### src/rtl/mfm_sep_pkg.sv
package mfm_sep_pkg;

    // Phases of the recovered bit cell
    typedef enum logic [1:0] {
        ST_WARM  = 2'd0,   // first cell after reset, bit suppressed
        ST_EARLY = 2'd1,   // first half of a cell
        ST_LATE  = 2'd2    // second half of a cell
    } cell_st_e;

endpackage

### src/rtl/mfm_in_sync.sv
module mfm_in_sync #(
    parameter int SYNC_STAGES = 2
) (
    input  logic clk,
    input  logic rst,
    input  logic rd_n_i,
    output logic fall_o
);

    localparam int MSB = SYNC_STAGES - 1;

    logic [MSB:0] chain_q;
    logic         prev_q;

    // Reset to the idle (high) level so that no false edge appears
    always_ff @(posedge clk) begin
        if (rst) begin
            chain_q <= '1;
            prev_q  <= 1'b1;
        end else begin
            chain_q <= {chain_q[MSB-1:0], rd_n_i};
            prev_q  <= chain_q[MSB];
        end
    end

    assign fall_o = prev_q & ~chain_q[MSB];

endmodule

### src/rtl/mfm_cell_timer.sv
module mfm_cell_timer
    import mfm_sep_pkg::*;
#(
    parameter int CELL_CYC = 100
) (
    input  logic clk,
    input  logic rst,
    input  logic fall_i,
    output logic bit_o,
    output logic vld_o
);

    localparam int CNT_W = $clog2(CELL_CYC);
    localparam logic [CNT_W-1:0] LAST_CNT = CNT_W'(CELL_CYC - 1);
    localparam logic [CNT_W-1:0] HALF_PRE = CNT_W'(CELL_CYC / 2 - 1);

    cell_st_e        state_q, state_d;
    logic [CNT_W-1:0] cnt_q, cnt_d;
    logic            seen_q, seen_d;
    logic            emit, emit_bit;
    logic            at_last;
    logic            vld_q, bit_q;

    assign at_last = (cnt_q == LAST_CNT);

    // Next state, counter and seen flag
    always_comb begin
        state_d  = state_q;
        cnt_d    = cnt_q + CNT_W'(1);
        seen_d   = seen_q;
        emit     = 1'b0;
        emit_bit = seen_q;
        unique case (state_q)
            ST_WARM: begin
                if (fall_i) begin                 // warm_resync
                    cnt_d  = '0;
                    seen_d = 1'b1;
                end else if (at_last) begin       // warm_done
                    cnt_d   = '0;
                    seen_d  = 1'b0;
                    state_d = ST_EARLY;
                end
            end
            ST_EARLY: begin
                if (fall_i) begin                 // early_resync
                    cnt_d  = '0;
                    seen_d = 1'b1;
                end else if (cnt_q == HALF_PRE) begin
                    state_d = ST_LATE;            // half_cross
                end
            end
            ST_LATE: begin
                if (fall_i) begin                 // late_close (wins over cell_end)
                    emit    = 1'b1;
                    cnt_d   = '0;
                    seen_d  = 1'b1;
                    state_d = ST_EARLY;
                end else if (at_last) begin       // cell_end
                    emit    = 1'b1;
                    cnt_d   = '0;
                    seen_d  = 1'b0;
                    state_d = ST_EARLY;
                end
            end
            default: begin
                state_d = ST_WARM;
                cnt_d   = '0;
                seen_d  = 1'b0;
            end
        endcase
    end

    // State register
    always_ff @(posedge clk) begin
        if (rst) begin
            state_q <= ST_WARM;
            cnt_q   <= '0;
            seen_q  <= 1'b0;
        end else begin
            state_q <= state_d;
            cnt_q   <= cnt_d;
            seen_q  <= seen_d;
        end
    end

    // Output register
    always_ff @(posedge clk) begin
        if (rst) begin
            vld_q <= 1'b0;
            bit_q <= 1'b0;
        end else begin
            vld_q <= emit;
            if (emit) bit_q <= emit_bit;
        end
    end

    assign vld_o = vld_q;
    assign bit_o = bit_q;

endmodule

### src/rtl/mfm_pulse_stretch.sv
module mfm_pulse_stretch #(
    parameter int HOLD_CYC = 40
) (
    input  logic clk,
    input  logic rst,
    input  logic fall_i,
    output logic stretch_n_o
);

    localparam int HOLD_W = $clog2(HOLD_CYC + 1);

    logic [HOLD_W-1:0] left_q;

    always_ff @(posedge clk) begin
        if (rst)                left_q <= '0;
        else if (fall_i)        left_q <= HOLD_W'(HOLD_CYC);
        else if (left_q != '0)  left_q <= left_q - HOLD_W'(1);
    end

    assign stretch_n_o = (left_q == '0);

endmodule

### src/rtl/mfm_cell_sep.sv
module mfm_cell_sep #(
    parameter int CELL_CYC    = 100,
    parameter int STRETCH_CYC = 40
) (
    input  logic clk,
    input  logic rst,
    input  logic rd_n_i,
    output logic bit_o,
    output logic bit_vld_o,
    output logic stretch_n_o
);

    localparam int SYNC_STAGES = 2;

    if (CELL_CYC < 4) begin : g_bad_cell
        initial $display("mfm_cell_sep: CELL_CYC must be at least 4");
    end

    logic edge_fall;

    mfm_in_sync #(.SYNC_STAGES(SYNC_STAGES)) u_sync (
        .clk    (clk),
        .rst    (rst),
        .rd_n_i (rd_n_i),
        .fall_o (edge_fall)
    );

    mfm_cell_timer #(.CELL_CYC(CELL_CYC)) u_timer (
        .clk    (clk),
        .rst    (rst),
        .fall_i (edge_fall),
        .bit_o  (bit_o),
        .vld_o  (bit_vld_o)
    );

    mfm_pulse_stretch #(.HOLD_CYC(STRETCH_CYC)) u_stretch (
        .clk         (clk),
        .rst         (rst),
        .fall_i      (edge_fall),
        .stretch_n_o (stretch_n_o)
    );

endmodule

### config.mk
export PLATFORM = sky130hd
export DESIGN_NAME = mfm_cell_sep
export DESIGN_NICKNAME = d
export VERILOG_FILES = /design/src/rtl/mfm_sep_pkg.sv /design/src/rtl/mfm_in_sync.sv /design/src/rtl/mfm_cell_timer.sv /design/src/rtl/mfm_pulse_stretch.sv /design/src/rtl/mfm_cell_sep.sv
export SDC_FILE = /design/constraint.sdc
export NUM_CORES = 1
export LEC_CHECK = 0
export ABC_AREA = 1
export BUFFER_PORTS_ARGS = -buffer_cell sky130_fd_sc_hd__buf_2
export CAP_MARGIN = 15
export CORE_MARGIN = 1
export CORE_UTILIZATION = 36
export CTS_CLUSTER_SIZE = 40
export DETAILED_ROUTE_END_ITERATION = 8
export PLACE_DENSITY = 0.54
export SYNTH_ARGS = -nofsm -noshare
export SYNTH_HDL_FRONTEND = slang
export SYNTH_SLANG_ARGS = --single-unit
### constraint.sdc
create_clock -name clk -period 3.1 [get_ports clk]
set_input_delay 0.155 -clock clk [delete_from_list [all_inputs] [get_ports clk]]
set_output_delay 0.155 -clock clk [all_outputs]
set_load 0.02 [all_outputs]
Word-level counts from Yosys, hierarchy flattened. Cells that the tools add are included.

Add/sub/neg operators: 2. Multipliers: 0. Divide/modulo/power cells: 0. Order comparisons: 0. Equal/unequal tests: 9. Shift-type cells: 0. Mux-type cells: 19. Bitwise operators: 2. Reductions and logical operators: 8.

Operators with widths (number): $mux W7 (3); $pmux W7 S2 (1); $mux W6 (2); $mux W2 (5); $add A7 B1 Y7 const B (1); $eq A7 B6 Y1 const B (1); $eq A7 B7 Y1 const B (1); $logic_not A6 Y1 (1); $mux W1 (6); $ne A2 B2 Y1 const B (3); $pmux W2 S3 (1); $reduce_bool A6 Y1 (1); $sub A6 B1 Y6 const B (1); $reduce_or A2 Y1 (2); $ne A3 B1 Y1 const B (1); $reduce_and A3 Y1 (1); $eq A2 B1 Y1 const B (1); $eq A2 B2 Y1 const B (1); $logic_not A2 Y1 (1); $ne A2 B1 Y1 const B (1); $pmux W1 S2 (1); $reduce_and A2 Y1 (1); $reduce_bool A2 Y1 (1); $and A1 B1 Y1 (1); $not A1 Y1 (1).

Flip-flop bits (word level): 21. Latch bits: 0. RAM bits: 0. ROM bits: 0. Logic and storage cells: 49. Memories: 0.

Depth between registers and ports, before layout. Gate-level depths: netlist of the first run.

Word-level depth: 4. Gate-level depth with buffers: 9. Gate-level depth less buffers: 9.

Modules after synthesis. From an unflattened synthesis of the first run, not the netlist that was laid out.

Cell total of the unflattened synthesis: 128. Area, all modules: 985.9 sq um.

By module, submodules not included: mfm_cell_timer (instances 1, cells each 77, area each 570.5 sq um); mfm_pulse_stretch (instances 1, cells each 39, area each 321.6 sq um); mfm_in_sync (instances 1, cells each 12, area each 93.8 sq um).

Worst setup path before layout of the first run. Ideal clock, no wire load.

Path type: reg2reg. Start point: register u_stretch.left_q[0]. End point: register u_stretch.left_q[4]. Arrival time: 1.122 ns. Data required time: 3.022 ns. Slack: 1.900 ns. Stages on the path, launching flop included: 8. Clock period less this slack: 1.200 ns. Cells stage by stage: dfxtp_1 -> inv_1 -> ha_1 -> inv_1 -> nor2_1 -> nand3_1 -> inv_1 -> nor3_1.

Longest elaborated chain between the ends: 1. Elaborated cells between the ends (all ways): 2. Those cells by class: 1 x add/sub; 1 x reduce/logical.

Ends and longest elaborated chain: from (decl) (line mfm_pulse_stretch.sv:12) `logic [HOLD_W-1:0] left_q;`; from (signal assigned) (line mfm_pulse_stretch.sv:16) `else if (fall_i) left_q <= HOLD_W'(HOLD_CYC);`; from (signal assigned) (line mfm_pulse_stretch.sv:17) `else if (left_q != '0) left_q <= left_q - HOLD_W'(1);`; $sub A6 B1 Y6 or $reduce_bool A6 Y1 (tied branches) (line mfm_pulse_stretch.sv:17).

Parallel ways exist; a longest one is shown, timed or not. A chain may end at the register's enable or synchronous reset.

Worst setup path after layout of the first run.
Start point: register u_stretch.left_q[0]. End point: output port stretch_n_o.

Longest elaborated chain between the ends: 1.

Ends and longest elaborated chain: $logic_not A6 Y1 (line mfm_pulse_stretch.sv:20) `assign stretch_n_o = (left_q == '0);`; to (decl) (line mfm_cell_sep.sv:10) `output logic stretch_n_o`.

Every way passes these cells.

==> results of run 1 <==
## power breakdown
group / total, W / internal (W) / switching, W
clock network: 0.000128 / 0.0000500 / 0.0000778
registers: 0.000348 / 0.000315 / 0.0000330
logic: 0.000259 / 0.000101 / 0.000158
total: 0.000735 / 0.000466 / 0.000269
## flip-flops by register name, summed over array words and instances, names as in the netlist
| name | cells |
|---|---|
| u_sync.chain_q | 2 |
| u_sync.prev_q | 1 |
| u_timer.emit_bit | 1 |
| u_timer.cnt_q | 7 |
| u_timer.bit_o | 1 |
| u_stretch.left_q | 6 |
| u_timer.state_q | 2 |
| u_timer.vld_o | 1 |
## worst min-delay path by stage
stage,from,to
after CTS,rd_n_i,u_sync.chain_q[0]
after global placement,rd_n_i,u_sync.chain_q[0]
after floorplan,rst,u_stretch.left_q[3]
after global routing,rd_n_i,u_sync.chain_q[0]
final,rd_n_i,u_sync.chain_q[0]
after detailed placement,rd_n_i,u_sync.chain_q[0]
## through the flow
step           instance area [sq um]   util  power, W  instances
2_1_floorplan                    957      -  0.000560        129
3_3_place_gp                    1020  0.408  0.000611        164
3_5_place_dp                    1020  0.408  0.000618        164
4_1_cts                         1050  0.418  0.000752        168
5_1_grt                         1050  0.418  0.000800        168
6_report                        1050  0.418  0.000735        168
## cells in the final DEF, fill, tap and decap left out, drive strengths merged
cell    count
inv        21
ha          4
xor2        2
o21ai       4
or2         3
buf         5
nor3        2
nand2      23
nand3      12
a21oi       8
nand4       2
clkbuf      4
dfxtp      21
xnor2       3
nor2       24
## final cells by class
class / instances / area, sq um / share of cell area
Clock buffer: 4 / 26.3 / 0.0251
Inverter: 21 / 78.8 / 0.0754
Multi-Input combinational cell: 87 / 458 / 0.438
Sequential cell: 21 / 420 / 0.402
Tap cell: 30 / 37.5 / 0.0359
Timing Repair Buffer: 5 / 25.0 / 0.0239
## per-layer routing
layer	part of all wire	vias to the layer above	GRT usage
li1	-	417	-
met1	0.48	343	0.152
met2	0.49	2	0.221
met3	0.019	2	0.0254
met4	0.0063	0	0.0746
met5	0	-	0
## cells by family (layout without fill, tap and decap cells)
kind of cell / count (synthesis) / count (layout) / share of synthesized area
buffers and inverters: 21 / 30 / 0.0823
AND/OR/NAND/NOR: 66 / 66 / 0.314
adder cells (fa/ha/maj): 4 / 4 / 0.0523
flip-flops: 21 / 21 / 0.439
XOR/XNOR: 5 / 5 / 0.0458
AO/OA/AOI/OAI: 12 / 12 / 0.0667
==> metrics.csv, run 1 <==
stage;metric;value;unit
pwr;P_leak;0.487;nW
sta;period utilization;0.536;
setup_path;crit path DAT;1510;ps
synthesis;Netlist cell types;20;
sta;setup TNS;0;ps
sta;Worst Tran Pin Value;281;ps
setup_path;CP max FO;6;
sta;Fin. Hold Viols;0;
setup_path;R2R depth;6;
setup_path;crit path from;u_stretch.left_q[0];
global_route;largest net degree at the start of global routing;12;
synthesis;Yosys top cell by area;dfxtp_1;
clock_network;CTS Sinks;21;
detailed_routing;Avg Vias per Cell;4.55;
synthesis;Mapped Nets;136;
sta;WHS;34.2;ps
clock_network;clk slew on worst S/H paths;110;ps
final_layout;Final Net Count;146;
setup_path;Req. time, crit path;2940;ps
sta;final setup violation count;0;
synthesis;EDFF count, synth;0;
synthesis;Synth area leaders;dfxtp_1 (44%), nand2_1 (8.6%), nor2_1 (8.6%), inv_1 (7.8%), nand3_1 (5.8%);
global_route;initial antenna violation count;0;
placement;Post-DP HPWL;1.26;mm
detailed_routing;Antenna Nets Post-Route;0;
min_path;worst hold path type;in -> reg;
synthesis;Seq cells post-synth;21;
floorplanning;die area;0.00287;sq mm
pwr;Max VDD drop;0.365;mV
synthesis;Syn Inst Count;129;
sta;RSZ-0062 raised after global routing;no;
final_layout;FILL cells;273;
setup_path;critical setup path kind;reg -> out;
synthesis;share of the synthesized area in the top cell type;0.439;
setup_path;startpoint types;register;
pwr;Cell Pwr Density;703;mW/mm^2
clock_network;Clk Latency, worst-skew pair;290;ps
clock_network;CTS tree;yes;
clock_network;Num CTS Buffers;3;
synthesis;Ys Warns;0;
sta;Peak Freq;0.602;GHz
setup_path;CP bufs+invs;4;
floorplanning;row cnt;18;
detailed_routing;DR pass1 iterations;4;
synthesis;Post-synth top cells;nand2_1 (22), nor2_1 (22), dfxtp_1 (21);
final_layout;Area Overhead vs Synth;9.28;%
synthesis;FFs w/ async S/R, synth;0;
detailed_routing;drt wl/cell;9.42;um
flow_run;maxcap violations;0;
setup_path;crit-path max cell delay;380;ps
clock_network;cts repair resizes;0;
setup_path;crit-path cells;inv_1 > ha_1 > inv_1 > nor2_1 > nand3_1 > inv_1 > buf_2;
sta;clk_skew;1.87;ps
final_layout;diode count;0;
setup_path;crit end category;output port;
floorplanning;core area;0.00250;sq mm
setup_path;CP Depth;7;
clock_network;Post-CTS Setup Inserts;0;
placement;worst slack, placed;1770;ps
final_layout;layout cells sized above 1;0.116;
outcome;status;completed;
synthesis;syn avg cell area;7.42;sq um
floorplanning;die width;53.6;um
setup_path;CP delay by family, top;buffers and inverters;
global_route;grt total ovfl;0;
detailed_routing;via count;764;
sta;Setup WS post-layout;1440;ps
min_path;Hold Crit Depth;2;
detailed_routing;1st-iter DRT viols;12;
global_route;Global Route Usage Sum;0.130;
clock_network;Clock Tree Root;clkbuf_4;
floorplanning;Ports;6;
sta;Slew Viols, Final;0;
setup_path;FF-to-FF End;u_timer.cnt_q[6];
setup_path;most frequent CP cell;inv_1;
floorplanning;die height;53.6;um
global_route;number of global-route vias before repair;678;
setup_path;flop2flop setup slack;1810;ps
detailed_routing;Post-route DRC;0;
sta;relative slew slack;0.812;
global_route;first-pass GRT wire length;2.66;mm
floorplanning;Initial Util;0.383;
clock_network;H-tree depth;1;
synthesis;top_reg_cell synth;dfxtp_1;
detailed_routing;Total Routed Length;1.58;mm
setup_path;CP max-delay cell;dfxtp_1;
setup_path;RR Startpoint;u_timer.cnt_q[0];
setup_path;crit path to;stretch_n_o;
synthesis;Mapped Area;957;sq um
placement;Final Wtd Congestion;0.781;
clock_network;Longest Clk Path Bufs;2;
sta;fin crit period;1660;ps
clock_network;cts hold-fix bufs;0;
synthesis;sequential-to-total area share from yosys stat;0.439;
placement;Port Buffers;5;
No activity file was read; power rests on OpenSTA's default activity.
==> run 2, diff against run 1 <==
- PLACE_DENSITY: 0.54 -> 0.56
- clock period: 3.1 -> 1.5 ns (I/O delays scaled with it)
==> run 2 against run 1 <==
- hold slack worse by 16 ps
- largest cell class unchanged
- highest routed layer unchanged
- sequential share of layout area is 1.3 points lower
- design area is 3.6% higher
- global-route usage is 0.087 points lower
- count of clock-buffer cells in the layout is 1 lower
==> metrics.csv, run 2 (same netlist as run 1, synthesis figures left out) <==
stage;metric;value;unit;change
global_route;initial antenna violation count;0;;unchanged
sta;Slew Viols, Final;0;;unchanged
floorplanning;die area;0.00287;sq mm;unchanged
final_layout;Final Net Count;149;;was 146
clock_network;CTS tree;yes;;unchanged
placement;placed cell areas;0.00102;sq mm;unchanged
detailed_routing;1st-iter DRT viols;8;;was 12
pwr;Cell Pwr Density;1550;mW/mm^2;was 703 mW/mm^2
final_layout;layout cells sized above 1;0.177;;was 0.116
clock_network;H-tree depth;1;;unchanged
final_layout;Design Area, Final;0.00108;sq mm;was 0.00105 sq mm
setup_path;crit end category;output port;;unchanged
clock_network;clk slew on worst S/H paths;120;ps;was 110 ps
global_route;Global Route Usage Sum;0.130;;about the same
setup_path;crit path DAT;1330;ps;was 1510 ps
sta;final setup violation count;0;;unchanged
floorplanning;core area;0.00250;sq mm;unchanged
placement;Port Buffers;5;;unchanged
final_layout;Area Overhead vs Synth;13.2;%;was 9.28%
pwr;Psw;0.000634;W;was 0.000269 W
detailed_routing;via count;787;;was 764
sta;setup TNS;0;ps;unchanged
detailed_routing;Post-route DRC;0;;unchanged
clock_network;Longest Clk Path Bufs;2;;unchanged
sta;clk_skew;8.74;ps;was 1.87 ps
pwr;part of the power in registers;0.434;;was 0.473
sta;period utilization;0.938;;
flow_run;maxcap violations;0;;unchanged
final_layout;commonest cells after routing, fill and taps aside;nand2_1 (22), nor2_1 (21), dfxtp_1 (20);;was nor2_1 (22), nand2_1 (22), dfxtp_1 (21)
detailed_routing;DR pass1 iterations;4;;unchanged
floorplanning;Ports;6;;unchanged
sta;Peak Freq;0.711;GHz;
sta;relative slew slack;0.802;;was 0.812
pwr;Clk pwr share;0.165;;was 0.174
pwr;Combinational Power Share;0.402;;was 0.353
setup_path;CP max FO;4;;was 6
final_layout;Reg with most FFs;u_timer.cnt_q;;unchanged
clock_network;CTS Sinks;21;;unchanged
placement;Final Wtd Congestion;0.730;;was 0.781
final_layout;diode count;0;;unchanged
detailed_routing;Avg Vias per Cell;4.60;;was 4.55
sta;Fin. Hold Viols;0;;unchanged
floorplanning;Initial Util;0.383;;unchanged
detailed_routing;Antenna Nets Post-Route;0;;unchanged
floorplanning;die height;53.6;um;unchanged
global_route;largest net degree at the start of global routing;13;;was 12
setup_path;Req. time, crit path;1420;ps;was 2940 ps
setup_path;startpoint types;register;;unchanged
global_route;grt total ovfl;0;;unchanged
sta;fin crit period;1410;ps;
sta;RSZ-0062 raised after global routing;no;;unchanged
global_route;number of global-route vias before repair;667;;was 678
outcome;status;completed;;unchanged
final_layout;Finished Core Util;0.433;;was 0.418
final_layout;max FFs per register;7;;unchanged
final_layout;FILL cells;273;;unchanged
floorplanning;row cnt;18;;unchanged
detailed_routing;Total Routed Length;1.67;mm;was 1.58 mm
sta;Worst Tran Pin Value;296;ps;was 281 ps
clock_network;Num CTS Buffers;3;;unchanged
global_route;first-pass GRT wire length;2.64;mm;was 2.66 mm
pwr;P_leak;0.504;nW;was 0.487 nW
placement;Post-DP HPWL;1.23;mm;was 1.26 mm
setup_path;critical setup path kind;reg -> out;;unchanged
clock_network;Clock Tree Root;clkbuf_4;;unchanged
pwr;Internal Power;0.00105;W;was 0.000466 W
min_path;worst hold path type;in -> reg;;unchanged
pwr;switching share of total power;0.377;;was 0.366
pwr;Max VDD drop;1.00;mV;was 0.365 mV
final_layout;commonest non-fill, non-tap cell in the layout;nand2_1;;
clock_network;Clk Latency, worst-skew pair;310;ps;was 290 ps
detailed_routing;drt wl/cell;9.77;um;was 9.42 um
final_layout;biggest registers after layout;u_timer.cnt_q (7), u_stretch.left_q (6);;unchanged
floorplanning;die width;53.6;um;unchanged
run 2: final timing paths:
kind,start,end,slack (ps),cells past startpoint
setup / recovery,u_stretch.left_q[0],stretch_n_o,90,7
hold / removal,rst,u_stretch.left_q[3],20,2
setup reg to reg,u_stretch.left_q[0],u_stretch.left_q[1],200,8
hold reg to reg,u_sync.chain_q[0],u_sync.chain_q[1],430,1
run 2: worst max-delay path: stages (launching register included):
cell and delay [ps]:
dfxtp_2 350, inv_2 70, ha_1 150, inv_1 60, nor2_2 110, nand3_2 100
inv_2 70, buf_4 130
run 2: power groups by stage:
stage	registers, W	clock network [W]	logic [W]
after floorplan	0.000716	0	0.000442
after global placement	0.000728	0	0.000535
after detailed placement	0.000731	0	0.000548
after CTS	0.000718	0.000287	0.000624
after global routing	0.000740	0.000305	0.000760
final	0.000729	0.000276	0.000674
run 2: through the flow:
| stage | total power (W) | instances | setup slack, ps | hold WS (ps) |
|---|---|---|---|---|
| global placement | 0.00126 | 164 | 204 | 257 |
| CTS | 0.00163 | 170 | 42.0 | 12.6 |
| detailed placement | 0.00128 | 164 | 217 | 260 |
| finish | 0.00168 | 171 | 92.7 | 18.1 |
| global route | 0.00180 | 171 | 3.68 | 24.5 |
| floorplan | 0.00116 | 129 | 300 | 144 |
run 2: area by class of cell:
| type | instances | area (sq um) | share of cell area |
|---|---|---|---|
| multi-input cells | 87 | 465 | 0.430 |
| clock inverters | 1 | 5.00 | 0.00462 |
| well taps | 30 | 37.5 | 0.0346 |
| flip-flops and latches | 21 | 422 | 0.389 |
| inverters | 21 | 78.8 | 0.0727 |
| repair buffers | 8 | 52.6 | 0.0485 |
| clock buffers | 3 | 22.5 | 0.0208 |
run 2: repair_timing:
| item | in CTS | in global routing |
|---|---|---|
| setup buffers | 1 | 1 |
| resized for setup | 3 | 4 |
| hold endpoints to repair | 1 | 0 |
| setup endpoints to repair | 1 | 2 |
| hold buffers | 1 | 0 |
| pin swaps | 1 | 1 |
run 2: layer usage:
| layer | up-vias | track usage | share of wire |
|---|---|---|---|
| li1 | 423 | - | - |
| met5 | - | 0 | 0 |
| met1 | 360 | 0.153 | 0.51 |
| met2 | 2 | 0.215 | 0.47 |
| met4 | 0 | 0.0789 | 0.0060 |
| met3 | 2 | 0.0254 | 0.017 |
==> run 3, diff against run 2 <==
- CORE_UTILIZATION: 36 -> 40
- PLACE_DENSITY: 0.56 -> 0.61
==> run 3 against run 2 <==
- register-to-register slack hardly changed
- clock skew fell by 4.8 ps
- total power shrank 4.0%
- wire length decreased by 3.7%
- utilization up 4.6 points
- critical path type unchanged
- largest cell class unchanged
- highest routed layer unchanged
==> metrics.csv, run 3 (same netlist as run 1, synthesis figures left out) <==
stage;metric;value;unit;change
sta;final setup violation count;0;;unchanged
setup_path;crit-path cells;inv_1 > ha_1 > inv_1 > nor2_1 > nand3_2 > inv_2 > buf_4;;was inv_2 > ha_1 > inv_1 > nor2_2 > nand3_2 > inv_2 > buf_4
detailed_routing;1st-iter DRT viols;8;;unchanged
global_route;initial antenna violation count;0;;unchanged
min_path;worst hold path type;in -> reg;;unchanged
setup_path;most frequent CP cell;inv_1;;was inv_2
final_layout;max FFs per register;7;;unchanged
detailed_routing;Total Routed Length;1.61;mm;was 1.67 mm
final_layout;Finished Core Util;0.479;;was 0.433
final_layout;commonest cells after routing, fill and taps aside;nor2_1 (22), nand2_1 (22), dfxtp_1 (20);;was nand2_1 (22), nor2_1 (21), dfxtp_1 (20)
floorplanning;core area;0.00223;sq mm;was 0.00250 sq mm
setup_path;critical setup path kind;reg -> out;;unchanged
flow_run;maxcap violations;0;;unchanged
final_layout;biggest registers after layout;u_timer.cnt_q (7), u_stretch.left_q (6);;unchanged
clock_network;CTS Sinks;21;;unchanged
setup_path;CP max FO;4;;unchanged
setup_path;crit end category;output port;;unchanged
detailed_routing;Avg Vias per Cell;4.63;;was 4.60
sta;setup TNS;0;ps;unchanged
setup_path;CP max-delay cell;dfxtp_2;;unchanged
sta;clk_skew;3.89;ps;was 8.74 ps
global_route;Global Route Usage Sum;0.140;;was 0.130
placement;Post-DP HPWL;1.19;mm;was 1.23 mm
detailed_routing;Antenna Nets Post-Route;0;;unchanged
sta;period utilization;0.943;;was 0.938
final_layout;Final Net Count;148;;was 149
final_layout;layout cells sized above 1;0.150;;was 0.177
sta;Worst Tran Pin Value;272;ps;was 296 ps
pwr;Max VDD drop;0.824;mV;was 1.00 mV
setup_path;startpoint types;register;;unchanged
floorplanning;die height;50.9;um;was 53.6 um
sta;fin crit period;1410;ps;about the same
floorplanning;Initial Util;0.429;;was 0.383
floorplanning;Ports;6;;unchanged
setup_path;crit-path max cell delay;350;ps;about the same
global_route;largest net degree at the start of global routing;12;;was 13
global_route;grt total ovfl;0;;unchanged
detailed_routing;drt wl/cell;9.57;um;was 9.77 um
floorplanning;die width;50.9;um;was 53.6 um
setup_path;crit path DAT;1340;ps;was 1330 ps
sta;Fin. Hold Viols;0;;unchanged
pwr;P_leak;0.496;nW;was 0.504 nW
floorplanning;die area;0.00259;sq mm;was 0.00287 sq mm
clock_network;H-tree depth;1;;unchanged
detailed_routing;via count;778;;was 787
final_layout;Area Overhead vs Synth;11.8;%;was 13.2%
clock_network;Clk Latency, worst-skew pair;290;ps;was 310 ps
placement;Final Wtd Congestion;0.819;;was 0.730
detailed_routing;DR pass1 iterations;4;;unchanged
sta;RSZ-0062 raised after global routing;no;;unchanged
floorplanning;row cnt;17;;was 18
final_layout;diode count;0;;unchanged
placement;Port Buffers;5;;unchanged
clock_network;Clock Tree Root;clkbuf_4;;unchanged
sta;Peak Freq;0.707;GHz;was 0.711 GHz
clock_network;clk slew on worst S/H paths;110;ps;was 120 ps
clock_network;CTS tree;yes;;unchanged
clock_network;Num CTS Buffers;3;;unchanged
detailed_routing;Post-route DRC;0;;unchanged
global_route;number of global-route vias before repair;702;;was 667
sta;relative slew slack;0.818;;was 0.802
outcome;status;completed;;unchanged
pwr;Cell Pwr Density;1510;mW/mm^2;was 1550 mW/mm^2
clock_network;Longest Clk Path Bufs;2;;unchanged
global_route;first-pass GRT wire length;2.73;mm;was 2.64 mm
final_layout;Reg with most FFs;u_timer.cnt_q;;unchanged
sta;Slew Viols, Final;0;;unchanged
setup_path;Req. time, crit path;1420;ps;about the same
## run 3: cell types whose count changed in the layout (fill, tap and decap cells not counted)
| cell | delta |
|---|---|
| buf_4 | -1 |
| clkinv_2 | -1 |
| inv_1 | +1 |
| nor2_1 | +1 |
| nor2_2 | -1 |
| inv_2 | -1 |
| clkbuf_1 | +1 |
## run 3: report_power, final
| part | total [W] | switching, W | leakage (nW) | internal [W] |
|---|---|---|---|---|
| Combinational | 0.000619 | 0.000358 | 0.309 | 0.000261 |
| Sequential | 0.000724 | 0.0000697 | 0.172 | 0.000654 |
| Clock | 0.000269 | 0.000166 | 0.0150 | 0.000103 |
| Total | 0.00161 | 0.000594 | 0.496 | 0.00102 |
## run 3: final cells by class
| class | instances | area (sq um) |
|---|---|---|
| Inverter | 21 | 78.8 |
| Timing Repair Buffer | 7 | 45.0 |
| Clock buffer | 4 | 26.3 |
| Sequential cell | 21 | 422 |
| Tap cell | 28 | 35.0 |
| Fill cell | 235 | 1160 |
| Multi-Input combinational cell | 87 | 463 |
## run 3: metal layers
metal	global-route usage	up-vias	share of wire
li1	-	423	-
met1	0.174	346	0.52
met2	0.228	7	0.44
met3	0.0357	2	0.024
met4	0.0556	0	0.0075
met5	0	-	0
## run 3: critical path: cells and delay by family, from the launching register on
| kind | cells | cell delay [ps] |
|---|---|---|
| and+or+nand+nor | 2 | 200 |
| DFF | 1 | 350 |
| adders and majority gates | 1 | 150 |
| buffers and inverters | 4 | 340 |
## run 3: worst paths after layout
path                       startpoint                   to  slack, ps  depth (start not counted)
setup / recovery  u_stretch.left_q[0]          stretch_n_o         90                          7
hold / removal                    rst  u_stretch.left_q[5]         50                          2
setup reg to reg  u_stretch.left_q[0]  u_stretch.left_q[0]        190                          8
hold reg to reg     u_sync.chain_q[0]    u_sync.chain_q[1]        420                          1
## run 3: stage by stage
step	hold slack [ps]	worst slack, ps	power (W)	cells	cell area (sq um)
finish	50.8	86.0	0.00161	168	1070
global route	45.4	0.531	0.00175	168	1070
CTS	33.5	10.1	0.00159	167	1060
detailed placement	263	221	0.00128	162	1020
global placement	261	211	0.00126	162	1020
floorplan	144	300	0.00116	129	957
## run 3: what timing repair did
action,in CTS,in global routing
endpoints found under the hold margin,1,0
pin swaps,0,1
hold buffers,1,0
endpoints found under the setup margin,1,1
resized for setup,3,2
setup buffers,0,1
